### config.mk
export PLATFORM = sky130hd
export DESIGN_NAME = mc_datapath
export DESIGN_NICKNAME = d
export VERILOG_FILES = /design/src/rtl/mcd_pkg.sv /design/src/rtl/mcd_alu.sv /design/src/rtl/mcd_regfile.sv /design/src/rtl/mcd_operands.sv /design/src/rtl/mc_datapath.sv
export SDC_FILE = /design/constraint.sdc
export NUM_CORES = 2
export LEC_CHECK = 0
export ABC_AREA = 1
export BUFFER_PORTS_ARGS = -buffer_cell sky130_fd_sc_hd__buf_2
export CAP_MARGIN = 0
export CORE_UTILIZATION = 36
export CTS_CLUSTER_DIAMETER = 120
export DETAILED_ROUTE_END_ITERATION = 8
export PLACE_DENSITY = 0.49
export SETUP_SLACK_MARGIN = 0.5
export SLEW_MARGIN = 20
export SYNTH_ARGS = -nofsm -noshare
export SYNTH_HDL_FRONTEND = slang
export SYNTH_SLANG_ARGS = --single-unit
export TNS_END_PERCENT = 1
### constraint.sdc
create_clock -name clk -period 4.3 [get_ports clk]
set_input_delay 0.43 -clock clk [delete_from_list [all_inputs] [get_ports clk]]
set_output_delay 0.43 -clock clk [all_outputs]
set_load 0.01 [all_outputs]
### src/rtl/mcd_pkg.sv
`timescale 1ns/1ps
package mcd_pkg;
   typedef enum logic [2:0] {
      ALU_AND = 3'b000,
      ALU_OR  = 3'b001,
      ALU_ADD = 3'b010,
      ALU_SUB = 3'b110,
      ALU_SLT = 3'b111
   } alu_op_e;

   typedef enum logic [1:0] {
      OPB_REG    = 2'b00,
      OPB_FOUR   = 2'b01,
      OPB_IMM    = 2'b10,
      OPB_IMM_X4 = 2'b11
   } opb_sel_e;

   typedef enum logic [1:0] {
      NPC_LIVE = 2'b00,
      NPC_HELD = 2'b01,
      NPC_JUMP = 2'b10
   } npc_sel_e;

   localparam int unsigned OP_W   = 6;
   localparam int unsigned FN_W   = 6;
   localparam int unsigned RS_LSB = 21;
   localparam int unsigned RT_LSB = 16;
   localparam int unsigned RD_LSB = 11;
   localparam int unsigned IMM_W  = 16;
   localparam int unsigned JIDX_W = 26;
   localparam int unsigned SEG_W  = 4;
endpackage

### src/rtl/mcd_alu.sv
`timescale 1ns/1ps
module mcd_alu
   import mcd_pkg::*;
#(
   parameter int unsigned XLEN       = 32,
   parameter bit          SIGNED_SLT = 1'b1
) (
   input  logic [XLEN-1:0] a,
   input  logic [XLEN-1:0] b,
   input  alu_op_e         op,
   output logic [XLEN-1:0] y,
   output logic            zero
);
   logic            lt;
   logic            is_sub;
   logic [XLEN-1:0] b_eff;
   logic [XLEN-1:0] sum;

   generate
      if (SIGNED_SLT) begin : g_slt_signed
         assign lt = $signed(a) < $signed(b);
      end else begin : g_slt_unsigned
         assign lt = a < b;
      end
   endgenerate

   // one adder serves both add and subtract
   assign is_sub = (op == ALU_SUB);
   assign b_eff  = is_sub ? ~b : b;
   assign sum    = a + b_eff + {{(XLEN-1){1'b0}}, is_sub};

   always_comb begin
      case (op)
         ALU_AND: y = a & b;
         ALU_OR:  y = a | b;
         ALU_ADD: y = sum;
         ALU_SUB: y = sum;
         ALU_SLT: y = {{(XLEN-1){1'b0}}, lt};
         default: y = '0;
      endcase
   end

   assign zero = (y == '0);
endmodule

### src/rtl/mcd_regfile.sv
`timescale 1ns/1ps
module mcd_regfile #(
   parameter int unsigned XLEN     = 32,
   parameter int unsigned NREGS    = 32,
   parameter int unsigned AW       = $clog2(NREGS),
   parameter bit          ZERO_REG = 1'b1
) (
   input  logic            clk,
   input  logic            we,
   input  logic [AW-1:0]   ra1,
   input  logic [AW-1:0]   ra2,
   input  logic [AW-1:0]   wa,
   input  logic [XLEN-1:0] wd,
   output logic [XLEN-1:0] rd1,
   output logic [XLEN-1:0] rd2
);
   logic [XLEN-1:0] regs [NREGS];

   always_ff @(posedge clk) begin
      if (we && (!ZERO_REG || wa != '0)) begin
         regs[wa] <= wd;
      end
   end

   generate
      if (ZERO_REG) begin : g_hard_zero
         assign rd1 = (ra1 == '0) ? '0 : regs[ra1];
         assign rd2 = (ra2 == '0) ? '0 : regs[ra2];
      end else begin : g_plain
         assign rd1 = regs[ra1];
         assign rd2 = regs[ra2];
      end
   endgenerate
endmodule

### src/rtl/mcd_operands.sv
`timescale 1ns/1ps
module mcd_operands
   import mcd_pkg::*;
#(
   parameter int unsigned XLEN = 32
) (
   input  logic [XLEN-1:0]   pc,
   input  logic [JIDX_W-1:0] jidx,
   input  logic [XLEN-1:0]   a_reg,
   input  logic [XLEN-1:0]   b_reg,
   input  logic [XLEN-1:0]   alu_y,
   input  logic [XLEN-1:0]   alu_held,
   input  logic              opa_sel,
   input  opb_sel_e          opb_sel,
   input  npc_sel_e          npc_sel,
   output logic [XLEN-1:0]   src_a,
   output logic [XLEN-1:0]   src_b,
   output logic [XLEN-1:0]   pc_next
);
   logic [XLEN-1:0] imm_ext;
   logic [XLEN-1:0] imm_x4;
   logic [XLEN-1:0] jump_tgt;

   assign imm_ext  = {{(XLEN-IMM_W){jidx[IMM_W-1]}}, jidx[IMM_W-1:0]};
   assign imm_x4   = {imm_ext[XLEN-3:0], 2'b00};
   assign jump_tgt = {pc[XLEN-1 -: SEG_W], jidx, 2'b00};

   assign src_a = opa_sel ? a_reg : pc;

   always_comb begin
      case (opb_sel)
         OPB_REG:    src_b = b_reg;
         OPB_FOUR:   src_b = XLEN'(4);
         OPB_IMM:    src_b = imm_ext;
         OPB_IMM_X4: src_b = imm_x4;
         default:    src_b = b_reg;
      endcase
   end

   always_comb begin
      case (npc_sel)
         NPC_LIVE: pc_next = alu_y;
         NPC_HELD: pc_next = alu_held;
         NPC_JUMP: pc_next = jump_tgt;
         default:  pc_next = alu_y;
      endcase
   end
endmodule

### src/rtl/mc_datapath.sv
`timescale 1ns/1ps
module mc_datapath
   import mcd_pkg::*;
#(
   parameter int unsigned     XLEN       = 32,
   parameter int unsigned     NREGS      = 32,
   parameter logic [XLEN-1:0] RESET_PC   = '0,
   parameter bit              ZERO_REG   = 1'b1,
   parameter bit              SIGNED_SLT = 1'b1
) (
   input  logic        clk,
   input  logic        rst,
   input  logic        pc_wr,
   input  logic        br_cond,
   input  logic        ir_ld,
   input  logic        addr_sel,
   input  logic        st_en,
   input  logic        rf_we,
   input  logic        rd_sel,
   input  logic        wb_sel,
   input  logic        opa_sel,
   input  logic [1:0]  opb_sel,
   input  logic [1:0]  npc_sel,
   input  logic [2:0]  alu_op,
   input  logic [31:0] mem_rdata,
   output logic [31:0] mem_addr,
   output logic [31:0] mem_wdata,
   output logic        mem_wr,
   output logic [5:0]  op_field,
   output logic [5:0]  fn_field,
   output logic        alu_zero
);
   localparam int unsigned RAW = $clog2(NREGS);

   generate
      if (XLEN != 32) begin : g_bad_xlen
         $error("mc_datapath: instruction fields need XLEN of 32");
      end
      if (NREGS < 2 || NREGS > 32 || (NREGS & (NREGS - 1)) != 0) begin : g_bad_nregs
         $error("mc_datapath: NREGS must be a power of two from 2 to 32");
      end
      if (RESET_PC[1:0] != 2'b00) begin : g_bad_reset_pc
         $error("mc_datapath: RESET_PC must be word aligned");
      end
   endgenerate

   logic [XLEN-1:0] pc_q;
   logic [XLEN-1:0] ir_q;
   logic [XLEN-1:0] data_q;
   logic [XLEN-1:0] a_q;
   logic [XLEN-1:0] b_q;
   logic [XLEN-1:0] aluout_q;

   logic [XLEN-1:0] rd1;
   logic [XLEN-1:0] rd2;
   logic [XLEN-1:0] src_a;
   logic [XLEN-1:0] src_b;
   logic [XLEN-1:0] alu_y;
   logic [XLEN-1:0] pc_next;
   logic [XLEN-1:0] wb_data;
   logic [RAW-1:0]  wb_addr;
   logic            zero_int;
   logic            pc_en;

   assign pc_en   = pc_wr | (br_cond & zero_int);
   assign wb_addr = rd_sel ? ir_q[RD_LSB +: RAW] : ir_q[RT_LSB +: RAW];
   assign wb_data = wb_sel ? data_q : aluout_q;

   always_ff @(posedge clk) begin
      if (rst) begin
         pc_q     <= RESET_PC;
         ir_q     <= '0;
         data_q   <= '0;
         a_q      <= '0;
         b_q      <= '0;
         aluout_q <= '0;
      end else begin
         if (pc_en) pc_q <= pc_next;
         if (ir_ld) ir_q <= mem_rdata;
         data_q   <= mem_rdata;
         a_q      <= rd1;
         b_q      <= rd2;
         aluout_q <= alu_y;
      end
   end

   mcd_regfile #(
      .XLEN     (XLEN),
      .NREGS    (NREGS),
      .AW       (RAW),
      .ZERO_REG (ZERO_REG)
   ) i_regfile (
      .clk (clk),
      .we  (rf_we),
      .ra1 (ir_q[RS_LSB +: RAW]),
      .ra2 (ir_q[RT_LSB +: RAW]),
      .wa  (wb_addr),
      .wd  (wb_data),
      .rd1 (rd1),
      .rd2 (rd2)
   );

   mcd_operands #(
      .XLEN (XLEN)
   ) i_operands (
      .pc       (pc_q),
      .jidx     (ir_q[JIDX_W-1:0]),
      .a_reg    (a_q),
      .b_reg    (b_q),
      .alu_y    (alu_y),
      .alu_held (aluout_q),
      .opa_sel  (opa_sel),
      .opb_sel  (opb_sel_e'(opb_sel)),
      .npc_sel  (npc_sel_e'(npc_sel)),
      .src_a    (src_a),
      .src_b    (src_b),
      .pc_next  (pc_next)
   );

   mcd_alu #(
      .XLEN       (XLEN),
      .SIGNED_SLT (SIGNED_SLT)
   ) i_alu (
      .a    (src_a),
      .b    (src_b),
      .op   (alu_op_e'(alu_op)),
      .y    (alu_y),
      .zero (zero_int)
   );

   assign mem_addr  = addr_sel ? aluout_q : pc_q;
   assign mem_wdata = b_q;
   assign mem_wr    = st_en;
   assign op_field  = ir_q[XLEN-1 -: OP_W];
   assign fn_field  = ir_q[FN_W-1:0];
   assign alu_zero  = zero_int;
endmodule

# Yosys cells after proc, flatten, opt, wreduce, memory -nomap -nowiden

Memories as Yosys holds them, arrays and structs flattened. A register that Yosys moved wholly into a read port is not among the register bits.
Cells that the tools add are included.

Output and inout bits: 78
Bits in writable memories: 1024
Latch bits: 0
Logic and storage cells: 45
Input port bits: 50
Memories: 1
Flip-flop bits (word level): 128
ROM bits: 0

Memory list:

| name           | words | width | read ports | clocked after Yosys merged registers in | wr ports | line              | RTL |
|---|---|---|---|---|---|---|---|
| i_regfile.regs | 32    | 32    | 2          | 2                                       | 1        | mcd_regfile.sv:17 | `logic [XLEN-1:0] regs [NREGS];` |

$lt $le $gt $ge: 1
Bitwise logic cells: 6
$add $sub $neg: 2
Divide/modulo/power cells: 0
Multiply operators: 0
Muxes and demuxes: 10
Equal/unequal tests: 9
Reductions and logical operators: 11
Shift-type cells: 0

Operators with widths:

| operator                                       | number |
|---|---|
| one-hot mux 32 bit (4 select lines)            | 2 |
| 2-to-1 mux 32 bit                              | 4 |
| one-hot mux 32 bit (2 select lines)            | 1 |
| adder 32 x 1 -> 32 bit                         | 1 |
| adder 32 bit                                   | 1 |
| AND 32 bit                                     | 1 |
| logical NOT 32 bit                             | 1 |
| less-than comparator 32 bit                    | 1 |
| inverter 32 bit                                | 1 |
| OR 32 bit                                      | 1 |
| logical NOT 5 bit                              | 2 |
| == test 2 bit (second input constant)          | 3 |
| == test 3 bit (second input constant)          | 2 |
| OR reduction 2 bit                             | 3 |
| 2-to-1 mux 5 bit                               | 1 |
| nonzero test 5 bit                             | 1 |
| == test 2 x 1 -> 1 bit (second input constant) | 2 |
| == test 3 x 1 -> 1 bit (second input constant) | 1 |
| == test 3 x 2 -> 1 bit (second input constant) | 1 |
| logical NOT 3 bit                              | 1 |
| logical NOT 2 bit                              | 1 |
| 2-to-1 mux 1 bit                               | 2 |
| AND reduction 2 bit                            | 1 |
| AND 1 bit                                      | 1 |
| other kinds (3)                                | 3 |

# Logic depth before layout (Yosys ltp)

Depth after elaboration: 11
Mapped depth: 33
Gate-level depth less buffers: 30

# Modules after synthesis

A second synthesis with hierarchy kept.

Cells, all modules: 8222
Area, all modules: 66138.4 µm²

By module, submodules not included:

| module       | area an instance (µm²) | instances | cells an instance | seq. area each (µm²) |
|---|---|---|---|---|
| mcd_regfile  | 51687.1                | 1         | 5972              | 30749.5 |
| mc_datapath  | 7309.5                 | 1         | 917               | 3843.7 |
| mcd_alu      | 5434.0                 | 1         | 972               | 0.0 |
| mcd_operands | 1707.9                 | 1         | 361               | 0.0 |

# Worst setup path before layout

OpenSTA, ideal clock, no wires.

Path kind: register to register
Start point: register ir_q[16]
End point: memory i_regfile.regs[7][0] (enable)
Arrival: 3.573 ns
Slack: 0.266 ns
Path buffers: 2
Cell stages (with the launch flop): 7
Required time: 3.839 ns
Clock period less this slack: 4.034 ns
Setup time: 0.461 ns
Path through: dfxtp_1 > clkbuf_1 > clkbuf_1 > o21ai_0 > inv_1 > nand2_1 > nor3_1

Word-level cells in the longest chain between the ends: 5

RTL lines:

| element                                | line              | RTL |
|---|---|---|
| start: declaration                     | mc_datapath.sv:48 | `logic [XLEN-1:0] ir_q;` |
| start signal: assignment               | mc_datapath.sv:79 | `if (ir_ld) ir_q <= mem_rdata;` |
| 2-to-1 mux 5 bit (*)                   | mc_datapath.sv:66 | `assign wb_addr = rd_sel ? ir_q[RD_LSB +: RAW] : ir_q[RT_LSB +: RAW];` |
| nonzero test 5 bit                     | mcd_regfile.sv:20 | `if (we && (!ZERO_REG \|\| wa != '0)) begin` |
| logical AND 1 bit                      | mcd_regfile.sv:20 |  |
| 2-to-1 mux 1 bit                       | mcd_regfile.sv:20 |  |
| 2-to-1 mux 1 bit (implied by the code) | mcd_regfile.sv:21 | `regs[wa] <= wd;` |
| end: declaration                       | mcd_regfile.sv:17 |  |

Mark *: on every way between the ends. The rest lies on a longest branch, timed or not.

# Worst setup path after layout

Start point: register b_q[24] (netlist: mem_wdata[24]), read port of i_regfile.regs
End point: output port alu_zero

Word-level cells in the longest chain between the ends: 7
Elaborated cells between the ends (all ways): 10
Those cells by class: add/sub (2); order compare (1); mux (3); bitwise (3); reduce/logical (1)

RTL lines:

| element                                 | line               | RTL |
|---|---|---|
| start: declaration                      | mc_datapath.sv:51  | `logic [XLEN-1:0] b_q;` |
| one-hot mux 32 bit (4 select lines) (*) | mcd_operands.sv:31 | `case (opb_sel)` |
| inverter 32 bit                         | mcd_alu.sv:29      | `assign b_eff = is_sub ? ~b : b;` |
| 2-to-1 mux 32 bit                       | mcd_alu.sv:29      |  |
| adder 32 bit                            | mcd_alu.sv:30      | `assign sum = a + b_eff + {{(XLEN-1){1'b0}}, is_sub};` |
| adder 32 x 1 -> 32 bit                  | mcd_alu.sv:30      |  |
| one-hot mux 32 bit (4 select lines) (*) | mcd_alu.sv:33      | `case (op)` |
| logical NOT 32 bit (*)                  | mcd_alu.sv:43      | `assign zero = (y == '0);` |
| end: declaration                        | mc_datapath.sv:31  | `output logic alu_zero` |

Marks and branches as above.

==> impl_metrics.env <==
export IMPL_crit_path_end_kind="output port"
export IMPL_worstMarginPinSlew_ns=1.026
export IMPL_cp_endpoint="alu_zero"
export IMPL_die_area_um2=173700
export IMPL_syn_inst=6739
export IMPL_violations="setup timing"
export IMPL_initial_core_util_pct=36.43
export IMPL_grt_setup_unrepaired="true"
export IMPL_combPwrFrac_pct=17.1
export IMPL_slew_headroom_pct=31.59
export IMPL_required_ns=3.87
export IMPL_grt_pass1_wl_um=366300
export IMPL_path_clk_slew_ns=0.06
export IMPL_yosysWarningCount=0
export IMPL_synth_seq_cells=1216
export IMPL_peakVddDrop_v=0.0003076
export IMPL_syn_area_um2=61940
export IMPL_critPathArrivalTime_ns=4.01
export IMPL_wire_per_inst_um=27.54
export IMPL_grt_total_usage_pct=29.16
export IMPL_p_int_mw=21.55
export IMPL_drcViolationCount=0
export IMPL_hp_class="in -> reg"
export IMPL_post_route_period_util_pct=103.2
export IMPL_crit_type="reg -> out"
export IMPL_seqPwrFrac_pct=44.1
export IMPL_clk_latency_ns=0.80
export IMPL_synth_edf_count=1024
export IMPL_reg2reg_from="mem_wdata[24]"
export IMPL_register_area_um2=34690
export IMPL_grt_max_degree=198
export IMPL_fmaxAchievable_mhz=225.4
export IMPL_clockBufferDepth=3
export IMPL_critPathMaxFanout=4
export IMPL_core_area_um2=170000
export IMPL_grt_pass1_vias=50450
export IMPL_fin_crit_ns=4.437
export IMPL_io_pins=128
export IMPL_clock_sinks=1216
export IMPL_multi_input_area_um2=24340
export IMPL_ys_seq_area_share_pct=55.85
export IMPL_row_count=151
export IMPL_rr_worst_depth=22
export IMPL_synth_async_reset_ratio_pct=0
export IMPL_drive_gt1_share_pct=16.94
export IMPL_htree_levels=4
export IMPL_worstHoldStart="mem_rdata[25]"
export IMPL_power_switching_mw=8.832
export IMPL_antenna_found_initial=16
export IMPL_setup_tns_ns=-0.1370
export IMPL_reg2reg_to="pc_q[14]"
export IMPL_drv_cap=0
export IMPL_p_per_area_nw_per_um2=409.4
export IMPL_swShare_pct=29.07
export IMPL_clockPowerShare_pct=38.8
export IMPL_postRouteAntennaNets=0
export IMPL_routed_via_density=5.799
export IMPL_synth_main_ff_cell="edfxtp_1"
export IMPL_grt_overflow_total=0
export IMPL_p_total_mw=30.38
export IMPL_dpl_hpwl_um=160500
export IMPL_layout_nets=7244
export IMPL_io_buffers=125
export IMPL_final_hold_violation_count=0
export IMPL_leakage_nw=27.48
export IMPL_fillers=16360
export IMPL_final_cell_mix="o21ai_0, edfxtp_1, nand2_1"
export IMPL_fin_ws_ns=-0.1370
export IMPL_die_w_um=416.8
export IMPL_vias=54520
export IMPL_final_common_cell="o21ai_0"
export IMPL_clock_skew_final_ns=0.03967
export IMPL_cts_tree="done"
export IMPL_first_pass_iters=7
export IMPL_gp_congestion=0.9213
export IMPL_areaGrowthSynthToFinish_pct=19.82
export IMPL_setup_violations=1
export IMPL_cp_startpoint="mem_wdata[24]"
export IMPL_finalNonFillerCells=9401
export IMPL_die_h_um=416.8
export IMPL_drt_initial_drc_count=6793
export IMPL_syn_area_per_cell_um2=9.191
export IMPL_whs_ns=0.06582
export IMPL_finalMaxSlewViolations=0
export IMPL_placed_cells=9072
export IMPL_startpoint_type="flop"
export IMPL_status="finished with violations"
export IMPL_cts_buffers=140
export IMPL_reg2reg_slack_ns=0.41
export IMPL_drt_total_wl_um=258900
export IMPL_cts_root_buf="clkbuf_16"
export IMPL_ys_types=61
-- cell type report --
cell class | instances | share of cell area, %
clock buffer | 194 | 5.245
clock inverter | 59 | 0.7957
antenna | 4 | 0.01349
inverter | 709 | 3.640
multi-input combinational | 4344 | 32.80
sequential | 1216 | 46.74
timing repair buffer | 657 | 7.025
tap | 2218 | 3.739
-- critical path, stage by stage, from the launching register on --
cell and delay (ns):
dfxtp_1 0.62, a21oi_2 0.13, buf_4 0.17, xor2_1 0.14
ha_1 0.35, buf_4 0.16, nand2_1 0.07, buf_4 0.13
nor2_2 0.21, inv_1 0.08, o21ai_0 0.18, a21oi_1 0.07
or2_1 0.22, nand3_2 0.07, nand2_1 0.10, nor2_2 0.16
and3_4 0.23, buf_6 0.11
-- worst min path at each step --
stage / to / slack (ns) / cells past startpoint
finish: data_q[25] / 0.07 / 3
global route: ir_q[19] / 0.06 / 4
CTS: ir_q[19] / 0.009 / 4
detailed placement: pc_q[14] / 0.47 / 2
global placement: pc_q[31] / 0.47 / 2
floorplan: pc_q[2] / 0.45 / 2
-- synthesized netlist by cell type, types with 53 or more instances --
cell / instances / area share [%]
ha_1: 125 / 2.5
nand3_1: 254 / 2.1
inv_1: 689 / 4.2
o211ai_1: 228 / 2.8
dfxtp_1: 192 / 6.2
a221oi_1: 66 / 0.93
clkbuf_1: 428 / 2.6
a311oi_1: 53 / 0.75
o22ai_1: 102 / 1.0
a21oi_1: 460 / 3.7
o21ai_0: 1205 / 9.7
nor2_1: 539 / 3.3
nand2_1: 957 / 5.8
edfxtp_1: 1024 / 50
-- logic make-up (layout without fill, tap and decap cells) --
logic type | after synthesis | in the layout | synth area share, %
and+or+nand+nor | 1829 | 1829 | 12.05
AOI/OAI and AO/OA | 2313 | 2313 | 21.36
muxes | 12 | 12 | 0.2182
xor gates and xnor gates | 32 | 32 | 0.4525
DFF | 1216 | 1216 | 55.85
buffers and inverters | 1210 | 1619 | 7.514
adders and majority gates | 126 | 126 | 2.557
other | 1 | 36 | 0.006054
-- repair_timing --
item	CTS	global route
endpoints found under the setup margin	33	33
hold buffers	31	0
endpoints found under the hold margin	58	0
gates cloned	0	1
buffers inserted	12	28
pin swaps	23	106
gates resized for setup	105	248
-- routing by layer --
metal	vias to the layer above	track usage [%]	wire [um]	share of wire (%)
li1	24430	-	-	-
met1	26790	40.68	108500	42
met2	2801	45.15	115400	45
met3	488	4.937	24460	9.4
met4	6	11.14	10570	4.1
met5	-	0	39	0.015
-- power groups by stage --
stage	Sequential [mW]	Clock (mW)	Combinational, mW
global route	13.4	12.4	5.56
finish	13.4	11.8	5.20
CTS	13.4	11.9	4.86
global placement	13.6	0	4.71
detailed placement	13.6	0	4.72
floorplan	13.5	0	2.53
-- registers in the layout, summed over array words and instances, names as in the netlist --
register	flops
a_q	32
aluout_q	32
data_q	32
i_regfile.regs	1024
ir_q	32
mem_wdata	32
pc_q	32
-- through the flow --
stage / util, % / setup slack [ns] / area [um^2]
after detailed placement: 39.91 / -0.1870 / 67860
after global routing: 43.64 / -0.3333 / 74210
after global placement: 39.91 / -0.07561 / 67860
after floorplan: - / 0.2658 / 62060
after CTS: 42.97 / -0.1924 / 73060
final: 43.65 / -0.1370 / 74220
Power figures use the tool's default switching activity.
